--- config.mk ---
export PLATFORM = sky130hd
export DESIGN_NAME = fpga_cfg_seq
export DESIGN_NICKNAME = d
export VERILOG_FILES = /design/src/rtl/cfg_seq_pkg.sv /design/src/rtl/cfg_timer.sv /design/src/rtl/cfg_shifter.sv /design/src/rtl/fpga_cfg_seq.sv
export SDC_FILE = /design/constraint.sdc
export NUM_CORES = 1
export LEC_CHECK = 0
export BUFFER_PORTS_ARGS = -buffer_cell sky130_fd_sc_hd__buf_2
export CAP_MARGIN = 25
export CORE_UTILIZATION = 45
export CTS_CLUSTER_DIAMETER = 40
export DETAILED_ROUTE_END_ITERATION = 8
export GPL_TIMING_DRIVEN = 1
export HOLD_SLACK_MARGIN = 0.02
export MAX_ROUTING_LAYER = met4
export SLEW_MARGIN = 10
export SYNTH_ARGS = -nofsm -noshare
export SYNTH_HDL_FRONTEND = slang
export SYNTH_HIERARCHICAL = 1
export SYNTH_SLANG_ARGS = --single-unit
--- constraint.sdc ---
create_clock -name clk -period 4 [get_ports clk]
set_input_delay 0.4 -clock clk [delete_from_list [all_inputs] [get_ports clk]]
set_output_delay 0.4 -clock clk [all_outputs]
set_load 0.005 [all_outputs]
--- src/rtl/cfg_seq_pkg.sv ---
// Package: shared encodings for the serial configuration loader.
// Assumes: nothing; types only.
package cfg_seq_pkg;

    typedef enum logic [2:0] {
        SQ_IDLE,
        SQ_PULSE,
        SQ_CHECK,
        SQ_LATENCY,
        SQ_STREAM,
        SQ_FILL,
        SQ_TAIL
    } seq_state_t;

    localparam logic [2:0] EC_NONE    = 3'd0;
    localparam logic [2:0] EC_PARTIAL = 3'd1;
    localparam logic [2:0] EC_EARLY   = 3'd2;
    localparam logic [2:0] EC_XFER    = 3'd3;
    localparam logic [2:0] EC_TIMEOUT = 3'd4;

    localparam logic [1:0] DS_RESET   = 2'b00;
    localparam logic [1:0] DS_FINISH  = 2'b01;
    localparam logic [1:0] DS_RUNNING = 2'b10;

endpackage

--- src/rtl/cfg_timer.sv ---
// cfg_timer: loadable down-counter that stops at zero.
// Loading value N-1 makes `zero` rise after N cycles; `zero` stays high until the next load.
// Assumes: load and count share clk; synchronous active-low reset clears the count.
module cfg_timer #(
    parameter int W = 8
) (
    input  logic         clk,
    input  logic         rst_n,
    input  logic         load,
    input  logic [W-1:0] value,
    output logic         zero
);
    logic [W-1:0] cnt;

    // Count down from the loaded value and rest at zero.
    always_ff @(posedge clk) begin
        if (!rst_n)
            cnt <= '0;
        else if (load)
            cnt <= value;
        else if (cnt != '0)
            cnt <= cnt - W'(1);
    end

    assign zero = (cnt == '0);
endmodule

--- src/rtl/cfg_shifter.sv ---
// cfg_shifter: serialises one byte MSB first on a divided clock.
// The clock idles low. Data is placed while the clock is low and changes only after a falling edge.
// Each phase lasts HALF cycles. `fin` pulses for one cycle, with `busy` already low, after the last falling edge.
// Assumes: `load` is honoured only while not busy.
module cfg_shifter #(
    parameter int HALF = 2
) (
    input  logic       clk,
    input  logic       rst_n,
    input  logic       load,
    input  logic [7:0] byte_in,
    output logic       busy,
    output logic       fin,
    output logic       sclk,
    output logic       sdata
);
    localparam int DW = (HALF > 1) ? $clog2(HALF) : 1;

    logic [DW-1:0] div;
    logic [2:0]    bit_idx;
    logic [7:0]    shreg;

    // Phase divider, bit counter and shift register.
    always_ff @(posedge clk) begin
        if (!rst_n) begin
            div     <= '0;
            bit_idx <= '0;
            shreg   <= '0;
            busy    <= 1'b0;
            fin     <= 1'b0;
            sclk    <= 1'b0;
            sdata   <= 1'b0;
        end else begin
            fin <= 1'b0;
            if (!busy) begin
                if (load) begin
                    shreg   <= byte_in;
                    sdata   <= byte_in[7];
                    busy    <= 1'b1;
                    div     <= DW'(HALF - 1);
                    bit_idx <= '0;
                    sclk    <= 1'b0;
                end
            end else if (div != '0) begin
                div <= div - DW'(1);
            end else begin
                div <= DW'(HALF - 1);
                if (!sclk) begin
                    sclk <= 1'b1;
                end else begin
                    sclk <= 1'b0;
                    if (bit_idx == 3'd7) begin
                        busy <= 1'b0;
                        fin  <= 1'b1;
                    end else begin
                        bit_idx <= bit_idx + 3'd1;
                        shreg   <= shreg << 1;
                        sdata   <= shreg[6];
                    end
                end
            end
        end
    end
endmodule

--- src/rtl/fpga_cfg_seq.sv ---
// fpga_cfg_seq: configuration sequencer for a device with a slave-serial load port.
// Order of work: program pulse, completion-flag check, clear latency, burst streaming,
// all-ones filler bytes until the flag rises, one trailing filler byte, then result.
// Assumes: done_in is already synchronous to clk; intervals are converted to cycles from CLK_MHZ.
module fpga_cfg_seq
    import cfg_seq_pkg::*;
#(
    parameter int CLK_MHZ    = 100,
    parameter int PULSE_NS   = 1000,
    parameter int LATENCY_US = 7500,
    parameter int TIMEOUT_US = 100000,
    parameter int SCLK_HALF  = 2,
    parameter int BURST_LEN  = 4096
) (
    input  logic       clk,
    input  logic       rst_n,
    input  logic       start,
    input  logic       start_partial,
    input  logic       in_valid,
    input  logic [7:0] in_data,
    input  logic       in_last,
    input  logic       in_err,
    output logic       in_ready,
    input  logic       done_in,
    output logic       prog_n,
    output logic       sclk,
    output logic       sdata,
    output logic       busy,
    output logic       ok,
    output logic       err,
    output logic [2:0] err_code,
    output logic [1:0] dev_status
);
    localparam int PULSE_RAW = (CLK_MHZ * PULSE_NS + 999) / 1000;
    localparam int PULSE_CYC = (PULSE_RAW < 1) ? 1 : PULSE_RAW;
    localparam int LAT_CYC   = (CLK_MHZ * LATENCY_US < 1) ? 1 : CLK_MHZ * LATENCY_US;
    localparam int TO_CYC    = (CLK_MHZ * TIMEOUT_US < 1) ? 1 : CLK_MHZ * TIMEOUT_US;
    localparam int MAX_AB    = (PULSE_CYC > LAT_CYC) ? PULSE_CYC : LAT_CYC;
    localparam int TMR_MAX   = (MAX_AB > TO_CYC) ? MAX_AB : TO_CYC;
    localparam int TW        = $clog2(TMR_MAX + 1);
    localparam int BW        = (BURST_LEN > 1) ? $clog2(BURST_LEN) : 1;

    seq_state_t    state;
    logic          tmr_load;
    logic [TW-1:0] tmr_val;
    logic          tmr_zero;
    logic          sh_load;
    logic [7:0]    sh_byte;
    logic          sh_busy;
    logic          sh_fin;
    logic          accept;
    logic [BW-1:0] burst_cnt;
    logic          burst_bad;
    logic          burst_end;
    logic          img_last;
    logic          close_now;

    cfg_timer #(.W(TW)) u_timer (
        .clk   (clk),
        .rst_n (rst_n),
        .load  (tmr_load),
        .value (tmr_val),
        .zero  (tmr_zero)
    );

    cfg_shifter #(.HALF(SCLK_HALF)) u_shift (
        .clk     (clk),
        .rst_n   (rst_n),
        .load    (sh_load),
        .byte_in (sh_byte),
        .busy    (sh_busy),
        .fin     (sh_fin),
        .sclk    (sclk),
        .sdata   (sdata)
    );

    // Stream handshake: one byte per free shifter slot, never in the fin cycle.
    assign in_ready  = (state == SQ_STREAM) && !sh_busy && !sh_fin;
    assign accept    = in_ready && in_valid;
    assign close_now = in_last || (burst_cnt == BW'(BURST_LEN - 1));

    // Per-state requests to the timer and the shifter.
    always_comb begin
        tmr_load = 1'b0;
        tmr_val  = '0;
        sh_load  = 1'b0;
        sh_byte  = 8'hFF;
        case (state)
            SQ_IDLE: if (start && !start_partial) begin
                tmr_load = 1'b1;
                tmr_val  = TW'(PULSE_CYC - 1);
            end
            SQ_CHECK: if (!done_in) begin
                tmr_load = 1'b1;
                tmr_val  = TW'(LAT_CYC - 1);
            end
            SQ_STREAM: begin
                if (accept) begin
                    sh_load = 1'b1;
                    sh_byte = in_data;
                end else if (sh_fin && burst_end && !burst_bad && img_last) begin
                    sh_load = 1'b1;
                    if (!done_in) begin
                        tmr_load = 1'b1;
                        tmr_val  = TW'(TO_CYC - 1);
                    end
                end
            end
            SQ_FILL: if (sh_fin && (done_in || !tmr_zero))
                sh_load = 1'b1;
            default: ;
        endcase
    end

    // Sequence control, burst bookkeeping and result registers.
    always_ff @(posedge clk) begin
        if (!rst_n) begin
            state     <= SQ_IDLE;
            prog_n    <= 1'b1;
            ok        <= 1'b0;
            err       <= 1'b0;
            err_code  <= EC_NONE;
            burst_cnt <= '0;
            burst_bad <= 1'b0;
            burst_end <= 1'b0;
            img_last  <= 1'b0;
        end else begin
            case (state)
                SQ_IDLE: if (start) begin
                    if (start_partial) begin
                        ok       <= 1'b0;
                        err      <= 1'b1;
                        err_code <= EC_PARTIAL;
                    end else begin
                        ok       <= 1'b0;
                        err      <= 1'b0;
                        err_code <= EC_NONE;
                        prog_n   <= 1'b0;
                        state    <= SQ_PULSE;
                    end
                end
                SQ_PULSE: if (tmr_zero) begin
                    prog_n <= 1'b1;
                    state  <= SQ_CHECK;
                end
                SQ_CHECK: begin
                    if (done_in) begin
                        err      <= 1'b1;
                        err_code <= EC_EARLY;
                        state    <= SQ_IDLE;
                    end else begin
                        state <= SQ_LATENCY;
                    end
                end
                SQ_LATENCY: if (tmr_zero) begin
                    burst_cnt <= '0;
                    burst_bad <= 1'b0;
                    burst_end <= 1'b0;
                    img_last  <= 1'b0;
                    state     <= SQ_STREAM;
                end
                SQ_STREAM: begin
                    if (accept) begin
                        burst_bad <= burst_bad | in_err;
                        img_last  <= in_last;
                        burst_end <= close_now;
                        burst_cnt <= close_now ? '0 : burst_cnt + BW'(1);
                    end else if (sh_fin && burst_end) begin
                        burst_end <= 1'b0;
                        if (burst_bad) begin
                            err      <= 1'b1;
                            err_code <= EC_XFER;
                            state    <= SQ_IDLE;
                        end else if (img_last) begin
                            state <= done_in ? SQ_TAIL : SQ_FILL;
                        end
                    end
                end
                SQ_FILL: if (sh_fin) begin
                    if (done_in) begin
                        state <= SQ_TAIL;
                    end else if (tmr_zero) begin
                        err      <= 1'b1;
                        err_code <= EC_TIMEOUT;
                        state    <= SQ_IDLE;
                    end
                end
                SQ_TAIL: if (sh_fin) begin
                    ok    <= 1'b1;
                    state <= SQ_IDLE;
                end
                default: state <= SQ_IDLE;
            endcase
        end
    end

    assign busy       = (state != SQ_IDLE);
    assign dev_status = busy ? DS_RUNNING : (done_in ? DS_FINISH : DS_RESET);
endmodule

Yosys cells after proc, flatten, opt, wreduce, memory -nomap -nowiden:

Index checks and enable logic that the tools add are counted.

* flip-flop bits (word level): 63
* memory bits (read-only): 0
* memories kept: 0
* latch bits: 0
* bits in writable memories: 0
* word-level logic and storage cells: 187

* add/sub/neg operators: 4
* mux-type cells: 101
* magnitude comparators: 0
* $mul: 0
* bitwise operators: 4
* eq/ne operators: 27
* shifts and indexed selects: 0
* div/mod/pow operators: 0
* reductions and logical operators: 34

Operators with widths (count)
* $mux 24: 5
* $mux 3: 24
* $pmux 24 s3: 1
* $mux 1: 45
* $mux 7: 6
* $mux 12: 3
* $ne 2x2->1 const B: 13
* $logic_not 24->1: 1
* $pmux 12 s2: 1
* $reduce_bool 24->1: 1
* $sub 24x1->24 const B: 1
* $pmux 3 s7: 1
* $mux 20: 1
* $mux 8: 2
* $add 12x1->12 const B: 1
* $eq 12x12->1 const B: 1
* $eq 3x3->1 const B: 4
* $pmux 1 s2: 6
* $pmux 3 s4: 1
* $reduce_and 10->1: 1
* $reduce_bool 2->1: 5
* $reduce_and 3->1: 3
* $reduce_and 9->1: 1
* $logic_and 1x1->1: 8
* 20 further kinds: 34

Logic depth before layout (Yosys ltp):

* depth in word-level cells: 8
* gate-level depth with buffers: 13
* depth with buffers taken out: 10

By module:

Netlist, hierarchy kept.

By module, submodules not included
* fpga_cfg_seq: cells each 196, area each 1561.5 µm², instances 1, seq. area each 480.5 µm²
* cfg_timer: cells each 162, area each 1361.3 µm², instances 1, seq. area each 480.5 µm²
* cfg_shifter: cells each 69, area each 714.4 µm², instances 1, seq. area each 300.3 µm²

Worst setup path after synthesis:

Ideal clock, no wire load.

* path type: register to register
* from: reg u_timer.cnt[0]
* to: reg u_shift.shreg[0]
* period minus slack after synthesis: 2.885 ns
* data required time: 3.933 ns
* library setup time: 0.067 ns
* arrival: 2.818 ns
* stages on the path, launching flop included: 14
* path slack: 1.115 ns
* path buffers: 3
* path through: dfxtp_1 > inv_1 > ha_1 > or4b_2 > nor4_1 > and2_4 > buf_12 > a21oi_1 > a31o_2 > nor2b_1 > buf_2 > or2_1 > buf_6 > o21ai_2

* word-level cells in the longest chain between the ends: 8

RTL lines
* from (decl): RTL line cfg_timer.sv:13 `logic [W-1:0] cnt;`
* from (signal assigned): RTL line cfg_timer.sv:20 `cnt <= value;`
* from (signal assigned): RTL line cfg_timer.sv:22 `cnt <= cnt - W'(1);`
* $logic_not 24->1: RTL line cfg_timer.sv:25 `assign zero = (cnt == '0);`
* named net tmr_zero: RTL line fpga_cfg_seq.sv:46 `logic tmr_zero;`
* $logic_not 1->1: RTL line fpga_cfg_seq.sv:109 `SQ_FILL: if (sh_fin && (done_in || !tmr_zero))`
* $logic_or 1x1->1: RTL line fpga_cfg_seq.sv:109
* $logic_and 1x1->1: RTL line fpga_cfg_seq.sv:109
* $mux 1: RTL line fpga_cfg_seq.sv:109
* $pmux 1 s2: RTL line fpga_cfg_seq.sv:88 `case (state)`
* named net sh_load: RTL line fpga_cfg_seq.sv:47 `logic sh_load;`
* $reduce_bool 2->1 (no line)
* $reduce_and 4->1 (no line)
* to (signal assigned): RTL line cfg_shifter.sv:37 `shreg <= byte_in;`
* to (signal assigned): RTL line cfg_shifter.sv:57 `shreg <= shreg << 1;`
* to (decl): RTL line cfg_shifter.sv:21 `logic [7:0] shreg;`

The timed path passes the listed nets, and every way through them passes these cells.
A chain may end at the register's enable or synchronous reset.

Worst setup path in the final report:

* from: reg u_timer.cnt[1]
* to: reg u_shift.shreg[0]

The elaborated chain is that of the path after synthesis.

==> metrics <==
TritonRoute pass-1 iters 4; CTS Sinks 63; CP max stage delay 0.59 ns; Worst Hold Class in -> reg; Post-Syn Instances 427; Post-DRT Antenna Nets 0; layout cells sized above 1 15.4%; Peak VDD IR 0.295 mV; vias in the first global route 2897; routed len/inst 14.3 um; Inst Count DP 534; fin crit share 82.4%; final wirelength 7890 um; total track usage 20.6%; Die H 91.9 um; r2r endpoint u_shift/shreg[0]$_SDFFE_PN0P_; Fmax 304 MHz; r2r setup slk 0.71 ns; Detailed Place HPWL 5330 um; post-synthesis sequential area ratio 34.7%; CP top delay family simple AND/OR/NAND/NOR gates; Tot Pwr 2.94 mW; Worst-path clk slew 0.07 ns; fillers 757; Chip Width 91.9 um; Least-Margin Pin Slew 0.739 ns; CP endpoint kind flip-flop; placed cell area 0.00375 mm^2; Clock Path Buffers 2; Worst path depth 10; final net count 464; TritonCTS clock tree built; Lkg Pwr 1.55 nW; #FFs+latches synth 63; Post-CTS Hold Buffers 0; Critical Path Source u_timer/cnt[1]$_SDFFE_PN0P_; CTS resizes 0; commonest register cell after synthesis dfxtp_1; post-synth cell types 71; M3 GR Usage 4.31%; CP arrival 3.58 ns; # setup viols final 0; synthesized area 0.00364 mm^2; setup bufs post-CTS 0; Avg Inst Size Synth 8.52 um^2; CP Launch Type flip-flop; detailed-route via count 3080; routing usage on met1 24.5%; Worst-Skew Late Latency 0.35 ns; pin count of the biggest net entering global routing 46; row cnt 32; critical path required time 4.29 ns; Place WS 0.742 ns; critical-path cell list inv_1, ha_1, or4b_2, nor4_1, and2_4, a21oi_1, a31o_2, nor2b_1, or2_1, o21ai_2; WHS 0.289 ns; Reg power frac 33.9%; global routing's busiest layer met2; fin crit period 3.29 ns; P_int 1.74 mW; GP Congestion 0.805; Root Buffer clkbuf_8; crit-path max FO 18; Clk pwr share 19.9%; final worst setup slack 0.706 ns; Via density 5.60; 1st-iter DRT viols 110; Final Core Density 51.0%; initial antenna violation count 0; layout overhead on the synthesized area 8.91%; NetSw 1.20 mW; critical path class reg -> reg; R2R Path Start u_timer/cnt[1]$_SDFFE_PN0P_; Comb pwr share 46.2%; clk_skew 0.0111 ns; Final Non-Filler Cells 550; grt total ovfl 0; I/O pin count 28; effective utilization at floorplan 46.8%; outcome completed; first-pass GRT wire length 13600 um; Setup crit end u_shift/shreg[0]$_SDFFE_PN0P_; power density over cell area 741 mW/mm^2; Core Area 0.00777 mm^2; yosys warns 6; max cap viols 0; final instance area 0.00396 mm^2; r2r worst-path depth 10; I/O Buffers 27; Fin Setup TNS 0 ns; slowest stage cell, crit path or4b_2; DRC 0; Sw Ratio 40.7%; CTS buffer count 9; Async SR Flop Fraction 0%; H-tree Lvls 3; diode count 0; Hold Path Stages 3; Final Hold Vio Count 0; Buf+Inv Stages, Crit Path 1; RSZ-0062 raised after global routing false; EDFF count, synth 0; die area 0.00845 mm^2; Slew Viols, Final 0; GRT met2 Usage 34.1%; slew margin rel. 50.7%
[cell families (layout without fill, tap and decap cells)]
group / count (synthesis) / count (layout) / synth area share (%)
mux: 10 / 10 / 2.75
simple gates: 185 / 185 / 29.2
buf+inv: 37 / 55 / 5.92
other cells: 1 / 4 / 0.103
fa+ha+maj: 5 / 5 / 1.72
compound gates: 104 / 104 / 20.3
xor+xnor: 22 / 22 / 5.30
flops: 63 / 63 / 34.7
[layout by cell type, fill, tap and decap left out, types with 3 or more instances in the layout]
cell / count
xor2_1: 13
or2_1: 3
ha_1: 5
nand2b_1: 14
nor2_1: 24
nor2b_1: 6
o31ai_1: 19
nand4_1: 6
dfxtp_1: 63
buf_2: 27
mux2i_1: 10
and3_1: 3
and2_1: 11
nand3_1: 13
nand2_1: 49
inv_1: 9
or3_1: 11
conb_1: 4
o21ai_0: 28
xnor2_1: 9
nor3_1: 8
a21oi_1: 19
or4_1: 6
a21oi_2: 7
nor4_1: 10
buf_4: 3
clkbuf_8: 12
[per-layer routing]
layer	vias to the layer above	part of all wire, %
li1	1573	-
met1	1437	47
met2	57	48
met3	13	3.5
met4	0	1.6
met5	-	0
[sequential cells by signal (all words and copies together), names as in the netlist, 3 cells and up]
register / flops
state: 3
err_code: 3
u_shift/shreg: 7
burst_cnt: 12
u_shift/bit_idx: 3
u_timer/cnt: 24
[worst min-delay path, stage by stage]
cell     delay [ns]
buf_2          0.08
a21oi_1        0.05
nor2_1         0.07
[worst min-delay path by stage]
stage                                             start                             to  slack (ns)
after global routing                             in_err         burst_bad$_SDFFE_PN0P_        0.29
after global placement         err_code[0]$_SDFFE_PN0P_       err_code[0]$_SDFFE_PN0P_        0.44
after CTS                                        in_err         burst_bad$_SDFFE_PN0P_        0.28
after floorplan           u_shift/shreg[0]$_SDFFE_PN0P_  u_shift/shreg[0]$_SDFFE_PN0P_        0.44
final                                            in_err         burst_bad$_SDFFE_PN0P_        0.29
after detailed placement       err_code[0]$_SDFFE_PN0P_       err_code[0]$_SDFFE_PN0P_        0.45
[power by group through the flow]
stage	sequential, mW	combinational [mW]	clock (mW)
2_1_floorplan	0.921	1.23	0
3_3_place_gp	0.998	1.34	0
3_5_place_dp	1.00	1.36	0
4_1_cts	0.990	1.37	0.609
5_1_grt	1.02	1.53	0.635
6_report	0.994	1.36	0.586
[synth_stat cells, drive strengths merged, types with 7 or more instances]
cell type / n / share of area [%]
dfxtp: 63 / 35
nand2: 49 / 5.1
o21ai: 30 / 4.2
a21oi: 26 / 4.3
nor2: 24 / 2.5
o31ai: 19 / 3.9
buf: 15 / 3.6
nand2b: 14 / 2.4
clkbuf: 13 / 1.4
nand3: 13 / 1.8
xor2: 13 / 3.1
and2: 12 / 2.1
nor4: 11 / 2.3
or3: 11 / 1.9
mux2i: 10 / 2.8
inv: 9 / 0.93
xnor2: 9 / 2.2
nor3: 8 / 1.1
or4: 7 / 1.5
[final cells by class]
class | count | area [um^2] | share of cell area, %
clock buffers | 13 | 169 | 4.26
repair buffers | 30 | 158 | 3.98
clock inverters | 3 | 40.0 | 1.01
inverters | 9 | 33.8 | 0.853
flip-flops and latches | 63 | 1260 | 31.8
multi-input cells | 330 | 2170 | 54.8
well taps | 102 | 128 | 3.22
Note: power is estimated with default switching activity, not from simulation.
